===== src/rtl/pm_supply_pkg.sv =====
package pm_supply_pkg;

  typedef enum logic [1:0] {
    CHG_OFF  = 2'b00,
    CHG_LOW  = 2'b01,
    CHG_HIGH = 2'b10
  } chg_sel_e;

  typedef struct packed {
    logic     run;
    logic     conv;
    logic     backup;
    chg_sel_e chg;
    logic     drv1;
    logic     drv2;
    logic     reg2;
    logic     reg3;
    logic     clamp;
    logic     cmp_pwr;
  } pm_enables_t;

  localparam pm_enables_t PM_RESET = '{
    run: 1'b0, conv: 1'b1, backup: 1'b0, chg: CHG_OFF,
    drv1: 1'b0, drv2: 1'b0, reg2: 1'b0, reg3: 1'b0,
    clamp: 1'b0, cmp_pwr: 1'b0
  };

  function automatic logic pick_run(input logic bit_run, input logic pin_run);
    return bit_run | pin_run;
  endfunction

  function automatic logic pick_backup(input logic force_bk, input logic arm_auto,
                                       input logic batt_ok);
    return force_bk | (arm_auto & ~batt_ok);
  endfunction

  function automatic chg_sel_e pick_charge(input logic hi, input logic lo,
                                           input logic bk);
    if (bk)      return CHG_OFF;
    else if (hi) return CHG_HIGH;
    else if (lo) return CHG_LOW;
    else         return CHG_OFF;
  endfunction

endpackage


===== src/rtl/pm_sync.sv =====
module pm_sync #(
  parameter int               WIDTH   = 1,
  parameter int               STAGES  = 2,
  parameter logic [WIDTH-1:0] RST_VAL = '0
) (
  input  logic             clk,
  input  logic             rst_n,
  input  logic [WIDTH-1:0] d,
  output logic [WIDTH-1:0] q
);
  logic [STAGES-1:0][WIDTH-1:0] chain;

  generate
    if (STAGES == 1) begin : g_single
      always_ff @(posedge clk or negedge rst_n) begin
        if (!rst_n) chain[0] <= RST_VAL;
        else        chain[0] <= d;
      end
    end else begin : g_multi
      always_ff @(posedge clk or negedge rst_n) begin
        if (!rst_n) chain <= {STAGES{RST_VAL}};
        else        chain <= {chain[STAGES-2:0], d};
      end
    end
  endgenerate

  assign q = chain[STAGES-1];
endmodule


===== src/rtl/pm_decode.sv =====
module pm_decode
  import pm_supply_pkg::*;
#(
  parameter int VOUT_W     = 5,
  parameter int DAC_W      = 7,
  parameter int CLAMP_CODE = 16
) (
  input  logic              ctl_run,
  input  logic              ctl_drv1,
  input  logic              ctl_drv2,
  input  logic              ctl_reg2,
  input  logic              ctl_reg3,
  input  logic              ctl_chg_low,
  input  logic              ctl_chg_high,
  input  logic              ctl_backup,
  input  logic              ctl_auto_backup,
  input  logic [VOUT_W-1:0] ctl_vout_code,
  input  logic [DAC_W-1:0]  ctl_dac_code,
  input  logic              run_s,
  input  logic              gate_s,
  input  logic              batt_ok_s,
  output pm_enables_t       nxt
);
  localparam logic [VOUT_W-1:0] CLAMP_THR = VOUT_W'(CLAMP_CODE);

  logic bk_want;

  always_comb begin
    bk_want     = pick_backup(ctl_backup, ctl_auto_backup, batt_ok_s);
    nxt.run     = pick_run(ctl_run, run_s);
    nxt.backup  = bk_want;
    nxt.conv    = ~bk_want;
    nxt.chg     = pick_charge(ctl_chg_high, ctl_chg_low, bk_want);
    nxt.drv1    = ctl_drv1;
    nxt.drv2    = ctl_drv2 & gate_s;
    nxt.reg2    = ctl_reg2;
    nxt.reg3    = ctl_reg3;
    nxt.clamp   = (ctl_vout_code >= CLAMP_THR);
    nxt.cmp_pwr = |ctl_dac_code;
  end
endmodule


===== src/rtl/pm_out_reg.sv =====
module pm_out_reg
  import pm_supply_pkg::*;
(
  input  logic        clk,
  input  logic        rst_n,
  input  pm_enables_t d,
  output pm_enables_t q
);
  always_ff @(posedge clk or negedge rst_n) begin
    if (!rst_n) q <= PM_RESET;
    else        q <= d;
  end
endmodule


===== src/rtl/pm_supply_ctrl.sv =====
module pm_supply_ctrl
  import pm_supply_pkg::*;
#(
  parameter int VOUT_W      = 5,
  parameter int DAC_W       = 7,
  parameter int CLAMP_CODE  = 16,
  parameter int SYNC_STAGES = 2
) (
  input  logic              clk,
  input  logic              rst_n,
  input  logic              ctl_run,
  input  logic              ctl_drv1,
  input  logic              ctl_drv2,
  input  logic              ctl_reg2,
  input  logic              ctl_reg3,
  input  logic              ctl_chg_low,
  input  logic              ctl_chg_high,
  input  logic              ctl_backup,
  input  logic              ctl_auto_backup,
  input  logic [VOUT_W-1:0] ctl_vout_code,
  input  logic [DAC_W-1:0]  ctl_dac_code,
  input  logic              run_pin,
  input  logic              beep_gate,
  input  logic              lowbatt_n,
  output logic              run_mode,
  output logic              conv_en,
  output logic              backup_en,
  output logic [1:0]        chg_sel,
  output logic              drv1_gate,
  output logic              drv2_gate,
  output logic              reg2_en,
  output logic              reg3_en,
  output logic              rail_clamp_en,
  output logic              cmp_pwr_en
);
  localparam int PIN_N = 3;
  localparam logic [PIN_N-1:0] PIN_RST = 3'b100;
  localparam logic [VOUT_W-1:0] CLAMP_THR = VOUT_W'(CLAMP_CODE);

  logic [PIN_N-1:0] pins_raw, pins_s;
  logic run_s, gate_s, batt_ok_s;
  pm_enables_t en_nxt, en_q;

  assign pins_raw = {lowbatt_n, beep_gate, run_pin};

  pm_sync #(.WIDTH(PIN_N), .STAGES(SYNC_STAGES), .RST_VAL(PIN_RST)) u_sync (
    .clk(clk), .rst_n(rst_n), .d(pins_raw), .q(pins_s)
  );

  assign run_s     = pins_s[0];
  assign gate_s    = pins_s[1];
  assign batt_ok_s = pins_s[2];

  pm_decode #(.VOUT_W(VOUT_W), .DAC_W(DAC_W), .CLAMP_CODE(CLAMP_CODE)) u_dec (
    .ctl_run(ctl_run), .ctl_drv1(ctl_drv1), .ctl_drv2(ctl_drv2),
    .ctl_reg2(ctl_reg2), .ctl_reg3(ctl_reg3),
    .ctl_chg_low(ctl_chg_low), .ctl_chg_high(ctl_chg_high),
    .ctl_backup(ctl_backup), .ctl_auto_backup(ctl_auto_backup),
    .ctl_vout_code(ctl_vout_code), .ctl_dac_code(ctl_dac_code),
    .run_s(run_s), .gate_s(gate_s), .batt_ok_s(batt_ok_s),
    .nxt(en_nxt)
  );

  pm_out_reg u_oreg (.clk(clk), .rst_n(rst_n), .d(en_nxt), .q(en_q));

  assign run_mode      = en_q.run;
  assign conv_en       = en_q.conv;
  assign backup_en     = en_q.backup;
  assign chg_sel       = en_q.chg;
  assign drv1_gate     = en_q.drv1;
  assign drv2_gate     = en_q.drv2;
  assign reg2_en       = en_q.reg2;
  assign reg3_en       = en_q.reg3;
  assign rail_clamp_en = en_q.clamp;
  assign cmp_pwr_en    = en_q.cmp_pwr;

  // Checks next to the output register; each relates outputs to the inputs
  // seen one edge earlier.
  a_r8_reset_state: assert property (@(posedge clk)
    !rst_n |=> (conv_en && !run_mode && !backup_en && chg_sel == 2'b00 &&
                !drv1_gate && !drv2_gate && !rail_clamp_en && !cmp_pwr_en));

  a_r1_coast_needs_bit_low: assert property (@(posedge clk) disable iff (!rst_n)
    ($past(rst_n) && $past(ctl_run)) |-> run_mode);

  a_r2_forced_backup: assert property (@(posedge clk) disable iff (!rst_n)
    ($past(rst_n) && $past(ctl_backup)) |-> backup_en);

  a_r3_backup_excludes: assert property (@(posedge clk) disable iff (!rst_n)
    backup_en |-> (!conv_en && chg_sel == 2'b00));

  a_r4_no_code_three: assert property (@(posedge clk) disable iff (!rst_n)
    $onehot0(chg_sel));

  a_r5_drv2_needs_both: assert property (@(posedge clk) disable iff (!rst_n)
    ($past(rst_n) && drv2_gate) |-> ($past(ctl_drv2) && $past(gate_s)));

  a_r6_clamp_threshold: assert property (@(posedge clk) disable iff (!rst_n)
    $past(rst_n) |-> (rail_clamp_en == ($past(ctl_vout_code) >= CLAMP_THR)));

  a_r7_dac_zero_off: assert property (@(posedge clk) disable iff (!rst_n)
    ($past(rst_n) && $past(ctl_dac_code) == '0) |-> !cmp_pwr_en);

endmodule


===== config.mk =====
export PLATFORM = sky130hd
export DESIGN_NAME = pm_supply_ctrl
export DESIGN_NICKNAME = d
export VERILOG_FILES = /design/src/rtl/pm_supply_pkg.sv /design/src/rtl/pm_sync.sv /design/src/rtl/pm_decode.sv /design/src/rtl/pm_out_reg.sv /design/src/rtl/pm_supply_ctrl.sv
export SDC_FILE = /design/constraint.sdc
export NUM_CORES = 1
export LEC_CHECK = 0
export CORE_MARGIN = 4
export CORE_UTILIZATION = 34
export CTS_CLUSTER_DIAMETER = 30
export CTS_CLUSTER_SIZE = 40
export DETAILED_ROUTE_END_ITERATION = 8
export GPL_ROUTABILITY_DRIVEN = 0
export MAX_ROUTING_LAYER = met4
export PLACE_DENSITY = 0.79
export RECOVER_POWER = 100
export REMOVE_ABC_BUFFERS = 1
export SETUP_SLACK_MARGIN = 0.4
export SLEW_MARGIN = 20
export SYNTH_ARGS = -nofsm -noshare
export SYNTH_HDL_FRONTEND = slang
export SYNTH_SLANG_ARGS = --single-unit

===== constraint.sdc =====
create_clock -name clk -period 1.4 [get_ports clk]
set_input_delay 0.21 -clock clk [delete_from_list [all_inputs] [get_ports clk]]
set_output_delay 0.21 -clock clk [all_outputs]
set_load 0.03 [all_outputs]

==> metrics.txt, run 1 <==
total grt overflow=0; Slew Limit Headroom=44.02%; critical-path maximum fanout=1; first-pass GRT wire length=1435 µm; Hold Fails Final Rpt=0; final instance area=805.8 µm²; Die Y-Extent=46.94 µm; critical path startpoint category=flip-flop; Seq/Total Area, Yosys=83.25%; layout cells sized above 1=12.50%; period utilisation layout=86.11%; CP Cell Sequence=clkbuf_2; Routed Antenna Nets=0; critical path depth=1; WP buf/inv=1; signal arrival time at the worst endpoint=1.00 ns; drt total wl=983 µm; post-synth cell types=13; cells on worst reg2reg path=2; count of pins over their slew limit=0; CTS Root Cell=clkbuf_4; # clock sinks=17; Post-CTS Hold Buffers=0; Core Footprint=0.001366 mm²; Crit Path Category=reg -> out; vias=357; H-tree levels=1; crit-path max cell delay=0.53 ns; CTS buffer count=3; Hold Path Sink=u_sync.q[1]$_DFF_PN0_; Tightest Pin Transition=0.8397 ns; Pre-antenna DRT Iters=4; Die ar.=0.002203 mm²; DR vias/cell=4.519; drt wl/cell=12.44 µm; row count=13; Worst Hold Class=reg -> reg; pin count of the biggest net entering global routing=18; cells taking the most area after synthesis=dfrtp_1 (68%), dfstp_2 (15%), nor4b_4 (4.6%), nor2b_4 (2.7%), nor3b_1 (1.5%); max_cap viols=0; Final Net Count=91; Initial Util=37.73%; Hold Path Origin=u_sync.chain[1]$_DFF_PN0_; status=complete, no violations; flop-to-flop setup slack=0.47 ns; Synth area leader=dfrtp_1; drt drc=0; Area growth, synth to finish=56.31%; Antenna Diode Count=0; family with the most delay on the worst path=flip-flops; synth warn=0; Die Wd=46.94 µm; Final min period=1.206 ns; DP Area=858.3 µm²; RSZ-0062 raised after global routing=yes; initial antenna violation count=0; Gate Count Post-Synth=28; leak pwr=0.3326 nW; CP required=1.19 ns; Synth Register Bits=17; Slowest-stage cell, CP=dfstp_2; Max Clock Freq=829.5 MHz; R2R Path End=u_oreg.q[8]$_DFF_PN0_; worst r2r src=u_sync.q[2]$_DFF_PN1_; Util after Layout=58.97%; Initial DRC Count=4; Fin Clk Skew=0.001908 ns; io pins=37; CP endpoint kind=output pin; Worst-path clk slew=0.09 ns; clock buffer depth=2; Worst-Skew Late Latency=0.27 ns; setup TNS=0 ns; CTS tree=built; Mapped Avg Cell Area=18.41 µm²; GRT Total Usage=10.28%; via count of the first global-routing pass=334; # setup viols final=0; port bufs=32; Synth Cell Area=515.5 µm²; share of the synthesized area in the top cell type=67.96%; Max IR drop VDD=669.8 µV; Power Dens Cells=1102 mW/mm²; worst hold path cell count=0
## area by class of cell
| cell class | count | area (µm²) |
|---|---|---|
| clock buffer | 4 | 26.28 |
| fill | 134 | 560.5 |
| multi-input combinational | 10 | 75.07 |
| sequential | 17 | 429.2 |
| tap | 15 | 18.77 |
| timing repair buffer | 33 | 256.5 |
## cells by family after synthesis
group | share of synthesized area (%)
buf+inv | 0.7275
simple gates | 16.02
flops | 83.25
## sequential cells by signal, summed over array words and instances, names as in the netlist
name	count
u_sync.chain	3
u_sync.q	3
u_oreg.q	11
## placed cells by master, fill, tap and decap left out
cell,instances
clkbuf_1,12
clkbuf_4,3
dfstp_2,2
nor2b_1,1
dlygate4sd3_1,9
or2_1,1
dfstp_1,1
or2_2,1
clkbuf_2,1
dfrtp_1,14
nor4b_4,1
nand2_1,1
nor3b_1,1
nor4_1,1
nor3_1,1
clkdlybuf4s50_1,12
nor2_1,1
and2_1,1
## worst max-delay path by stage
stage / from / end / slack [ns]
after detailed placement: u_oreg.q[9]$_DFF_PN1_ / conv_en / 0.03
after global placement: u_oreg.q[9]$_DFF_PN1_ / conv_en / 0.04
after floorplan: u_sync.q[2]$_DFF_PN1_ / u_oreg.q[8]$_DFF_PN0_ / 0.52
after global routing: rst_n / u_sync.chain[0]$_DFF_PN0_ / 0.13
after CTS: u_oreg.q[9]$_DFF_PN1_ / conv_en / 0.24
final: u_oreg.q[9]$_DFF_PN1_ / conv_en / 0.19
## repair_timing
item	in CTS	in global routing
buffers inserted	0	0
cloned	0	0
gates resized for setup	77	0
endpoints found under the setup margin	11	11
## metrics by stage
stage	power, W	worst slack, ns	std cells	hold slack (ns)
after floorplan	0.0005795	0.5198	27	-0.08559
after global placement	0.0006815	0.04445	75	0.3325
after detailed placement	0.0006850	0.03276	75	0.3379
after CTS	0.0009376	0.2416	79	0.2435
after global routing	0.0009400	0.1297	79	0.3639
final	0.0008882	0.1944	79	0.3538
## cells in the mapped netlist
cell type / n
and2_1: 1
clkbuf_1: 1
dfrtp_1: 14
dfstp_2: 3
nand2_1: 1
nor2_1: 1
nor2b_4: 1
nor3_1: 1
nor3b_1: 1
nor4_1: 1
nor4b_4: 1
or2_1: 1
or2_2: 1
## power breakdown
| part | internal (W) | leakage (nW) | total (W) | switching (W) |
|---|---|---|---|---|
| Clock | 0.000110 | 0.0150 | 0.000243 | 0.000132 |
| Combinational | 0.0000605 | 0.124 | 0.000123 | 0.0000621 |
| Sequential | 0.000517 | 0.194 | 0.000523 | 0.00000569 |
## metal layers
layer | track usage [%] | up-vias | part of all wire (%)
met2 | 14.09 | 35 | 37
met3 | 7.280 | 2 | 22
met1 | 11.11 | 158 | 40
li1 | - | 162 | -
met4 | 4.972 | 0 | 0.41
met5 | - | - | 0
Note: power is estimated with default switching activity, not from simulation.
==> run 2: changes to the inputs <==
ABC_AREA = 1   (was unset)
CORE_UTILIZATION = 33   (was 34)
PLACE_DENSITY = 0.76   (was 0.79)
clock period = 1.25 ns   (was 1.4 ns; I/O delays follow)
==> run 2 against run 1 <==
Non-clock buffer count did not move. Final cell count rose by 19%. First-iteration DRC count fell by 100%. Global-route usage fell by 1.3 points. Wire length fell by 4.0%. Clock power rose by 14%. Via count rose by 3.9%. Count of clock-buffer cells in the layout fell by 1. Die area rose by 6.6%.
==> metrics.txt, run 2 <==
Gate Count Post-Synth=42 (+50%); Final Net Count=105 (+15%); leak pwr=0.4329 nW (+30%); Fill cells=141 (+5.2%); Seq/Total Area, Yosys=79.40% (-3.9 points); cells on worst reg2reg path=4 (+2); top cells by count, synth=dfrtp_1 (14), inv_1 (11), nand2_1 (6); Initial DRC Count=0 (-4); Mapped Avg Cell Area=12.87 µm² (-30%); CTS Root Cell=clkbuf_4; worst slack, placed=0.05906 ns (+0.02631 ns); Post-CTS Setup Repair Bufs=0 (unchanged); CTS tree=built; layout cells sized above 1=26.92% (+14 points); via count of the first global-routing pass=363 (+8.7%); CP Cell Sequence=buf_6; max_cap viols=0 (unchanged); Die ar.=0.002349 mm² (+6.6%); Synth Register Bits=17 (unchanged); share of the synthesized area in the top cell type=64.81% (-3.1 points); most common cell after layout, fill and taps aside=dfrtp_1; WP buf/inv=1 (unchanged); worst r2r src=u_sync.q[2]$_DFF_PN1_; vias=371 (+3.9%); Synth Cell Area=540.5 µm² (+4.9%); port bufs=32 (unchanged); Die Wd=48.47 µm (+3.3%); Antenna Diode Count=0 (unchanged); # setup viols final=0 (unchanged); most frequent cells in the layout=dfrtp_1 (14), clkdlybuf4s50_1 (13), inv_1 (11); io pins=37 (unchanged); Synth area leader=dfrtp_1; Fin Hold WS=0.3557 ns (+0.001915 ns); Core Footprint=0.001524 mm² (+12%); internal power=0.0007720 W (+12%); Tightest Pin Transition=0.8386 ns (-0.001125 ns); pin count of the biggest net entering global routing=18 (unchanged); Max Clock Freq=894.3 MHz; Max IR drop VDD=764.1 µV (+14%); most common flop cell mapped by yosys=dfrtp_1; # clock sinks=17 (unchanged); DR vias/cell=3.947 (-13%); Power Dens Cells=1183 mW/mm² (+7.3%); Crit. Startpoint=u_oreg.q[9]$_DFF_PN1_; R2R Path End=u_oreg.q[7]$_DFF_PN0_; Largest Register=u_oreg.q; H-tree levels=1 (unchanged); Initial Util=35.47% (-2.3 points); cell with the most instances after synthesis=dfrtp_1; CP required=1.06 ns (-0.13 ns); total grt overflow=0 (unchanged); Async SR Flop Fraction=100.0% (unchanged); switch share=23.40% (+0.88 points); first-pass GRT wire length=1462 µm (+1.9%); Routed Antenna Nets=0 (unchanged); status=complete, no violations; fin worst setup slack=0.1319 ns (-0.06257 ns); drt wl/cell=10.04 µm (-19%); Fin Clk Skew=0.004075 ns (+0.002167 ns); Sequential Power Share=58.2% (-0.7 points); CP endpoint kind=output pin; Worst-Skew Late Latency=0.28 ns (about the same); crit-path max cell delay=0.53 ns (about the same); initial antenna violation count=0 (unchanged); Final min period=1.118 ns; Worst-path clk slew=0.09 ns (about the same); Crit Path Category=reg -> out; synth warn=0 (unchanged); count of pins over their slew limit=0 (unchanged); Comb pwr share=14.4% (+0.6 points); flop-to-flop setup slack=0.37 ns (-0.10 ns); Area growth, synth to finish=57.64%; cells taking the most area after synthesis=dfrtp_1 (65%), dfstp_2 (15%), inv_1 (7.6%), nand2_1 (4.2%), nor2_2 (2.3%); drt total wl=944 µm (-4.0%); Slew Limit Headroom=44.10% (+0.075 points); row count=14 (+1); post-synth cell types=10 (-3); period utilisation layout=89.45%; GRT Total Usage=8.940% (-1.3 points); Die Y-Extent=48.47 µm (+3.3%); Hold Fails Final Rpt=0 (unchanged); family with the most delay on the worst path=flip-flops; biggest regs=u_oreg.q: 11 flops, u_sync.chain: 3 flops, u_sync.q: 3 flops; EDFF count, synth=0 (unchanged); CTS buffer count=3 (unchanged); RSZ-0062 raised after global routing=yes; critical path depth=1 (unchanged); drt drc=0 (unchanged); critical-path maximum fanout=1 (unchanged); signal arrival time at the worst endpoint=0.93 ns (-0.07 ns); critical path startpoint category=flip-flop; Slowest-stage cell, CP=dfstp_2; Worst Hold Class=reg -> reg; clock buffer depth=2 (unchanged); clock power share=27.4% (about the same); Setup crit end=conv_en; max reg flops=11 (unchanged); setup TNS=0 ns (unchanged); Pre-antenna DRT Iters=1 (-3); P_sw=0.0002359 W (+18%)
-- run 2: cell count changes in the layout (fill, tap and decap cells not counted), sizes merged, moves of 2 or more --
cell and delta:
clkbuf -2, inv +11, nor2 +3, nand2 +7
-- run 2: power by group through the flow --
stage | clock network (W) | logic, W | registers [W]
4_1_cts | 0.000298 | 0.000176 | 0.000591
2_1_floorplan | 0 | 0.0000209 | 0.000633
5_1_grt | 0.000325 | 0.000159 | 0.000589
3_5_place_dp | 0 | 0.000171 | 0.000598
3_3_place_gp | 0 | 0.000168 | 0.000596
6_report | 0.000276 | 0.000145 | 0.000587
-- run 2: metrics by stage --
stage	util [%]	area, µm²	power, W	cells
2_1_floorplan	-	536.8	0.0006539	41
3_3_place_gp	57.88	882.1	0.0007637	90
3_5_place_dp	57.88	882.1	0.0007687	90
4_1_cts	60.34	919.6	0.001065	94
5_1_grt	55.91	852.1	0.001073	94
6_report	55.91	852.1	0.001008	94
-- run 2: worst min-delay path by stage --
stage,startpoint,to,slack [ns],cells past startpoint
final,u_sync.chain[0]$_DFF_PN0_,u_sync.q[0]$_DFF_PN0_,0.36,0
after floorplan,rst_n,u_oreg.q[0]$_DFF_PN0_,-0.11,0
after detailed placement,u_sync.chain[0]$_DFF_PN0_,u_sync.q[0]$_DFF_PN0_,0.34,0
after global routing,u_sync.chain[1]$_DFF_PN0_,u_sync.q[1]$_DFF_PN0_,0.37,0
after CTS,rst_n,u_oreg.q[5]$_DFF_PN0_,0.20,2
after global placement,u_sync.chain[0]$_DFF_PN0_,u_sync.q[0]$_DFF_PN0_,0.33,0
-- run 2: logic make-up (layout without fill, tap and decap cells) --
logic type             count (synthesis)  after routing  share of synthesized area, %
buffers and inverters                 12             48                         8.333
and+or+nand+nor                       13             13                         12.27
DFF                                   17             17                         79.40
-- run 2: per-layer routing --
layer | track usage, % | vias up | part of all wire [%]
met5 | - | - | 0
met4 | 6.726 | 0 | 0.64
met3 | 5.521 | 2 | 18
met2 | 15.00 | 28 | 49
met1 | 6.587 | 155 | 32
li1 | - | 186 | -
-- run 2: layout make-up --
type | instances | area (µm²) | area share, %
clock inverters | 1 | 5.005 | 0.5874
clock buffers | 3 | 22.52 | 2.643
repair buffers | 33 | 275.3 | 32.31
inverters | 11 | 41.29 | 4.846
multi-input cells | 13 | 58.81 | 6.902
flip-flops and latches | 17 | 429.2 | 50.37
well taps | 16 | 20.02 | 2.349
-- run 2: timing repair --
item                                    CTS  global route
pin swaps                                 0             0
endpoints found under the setup margin   11            12
hold buffers                              0             0
resized for setup                        69             3
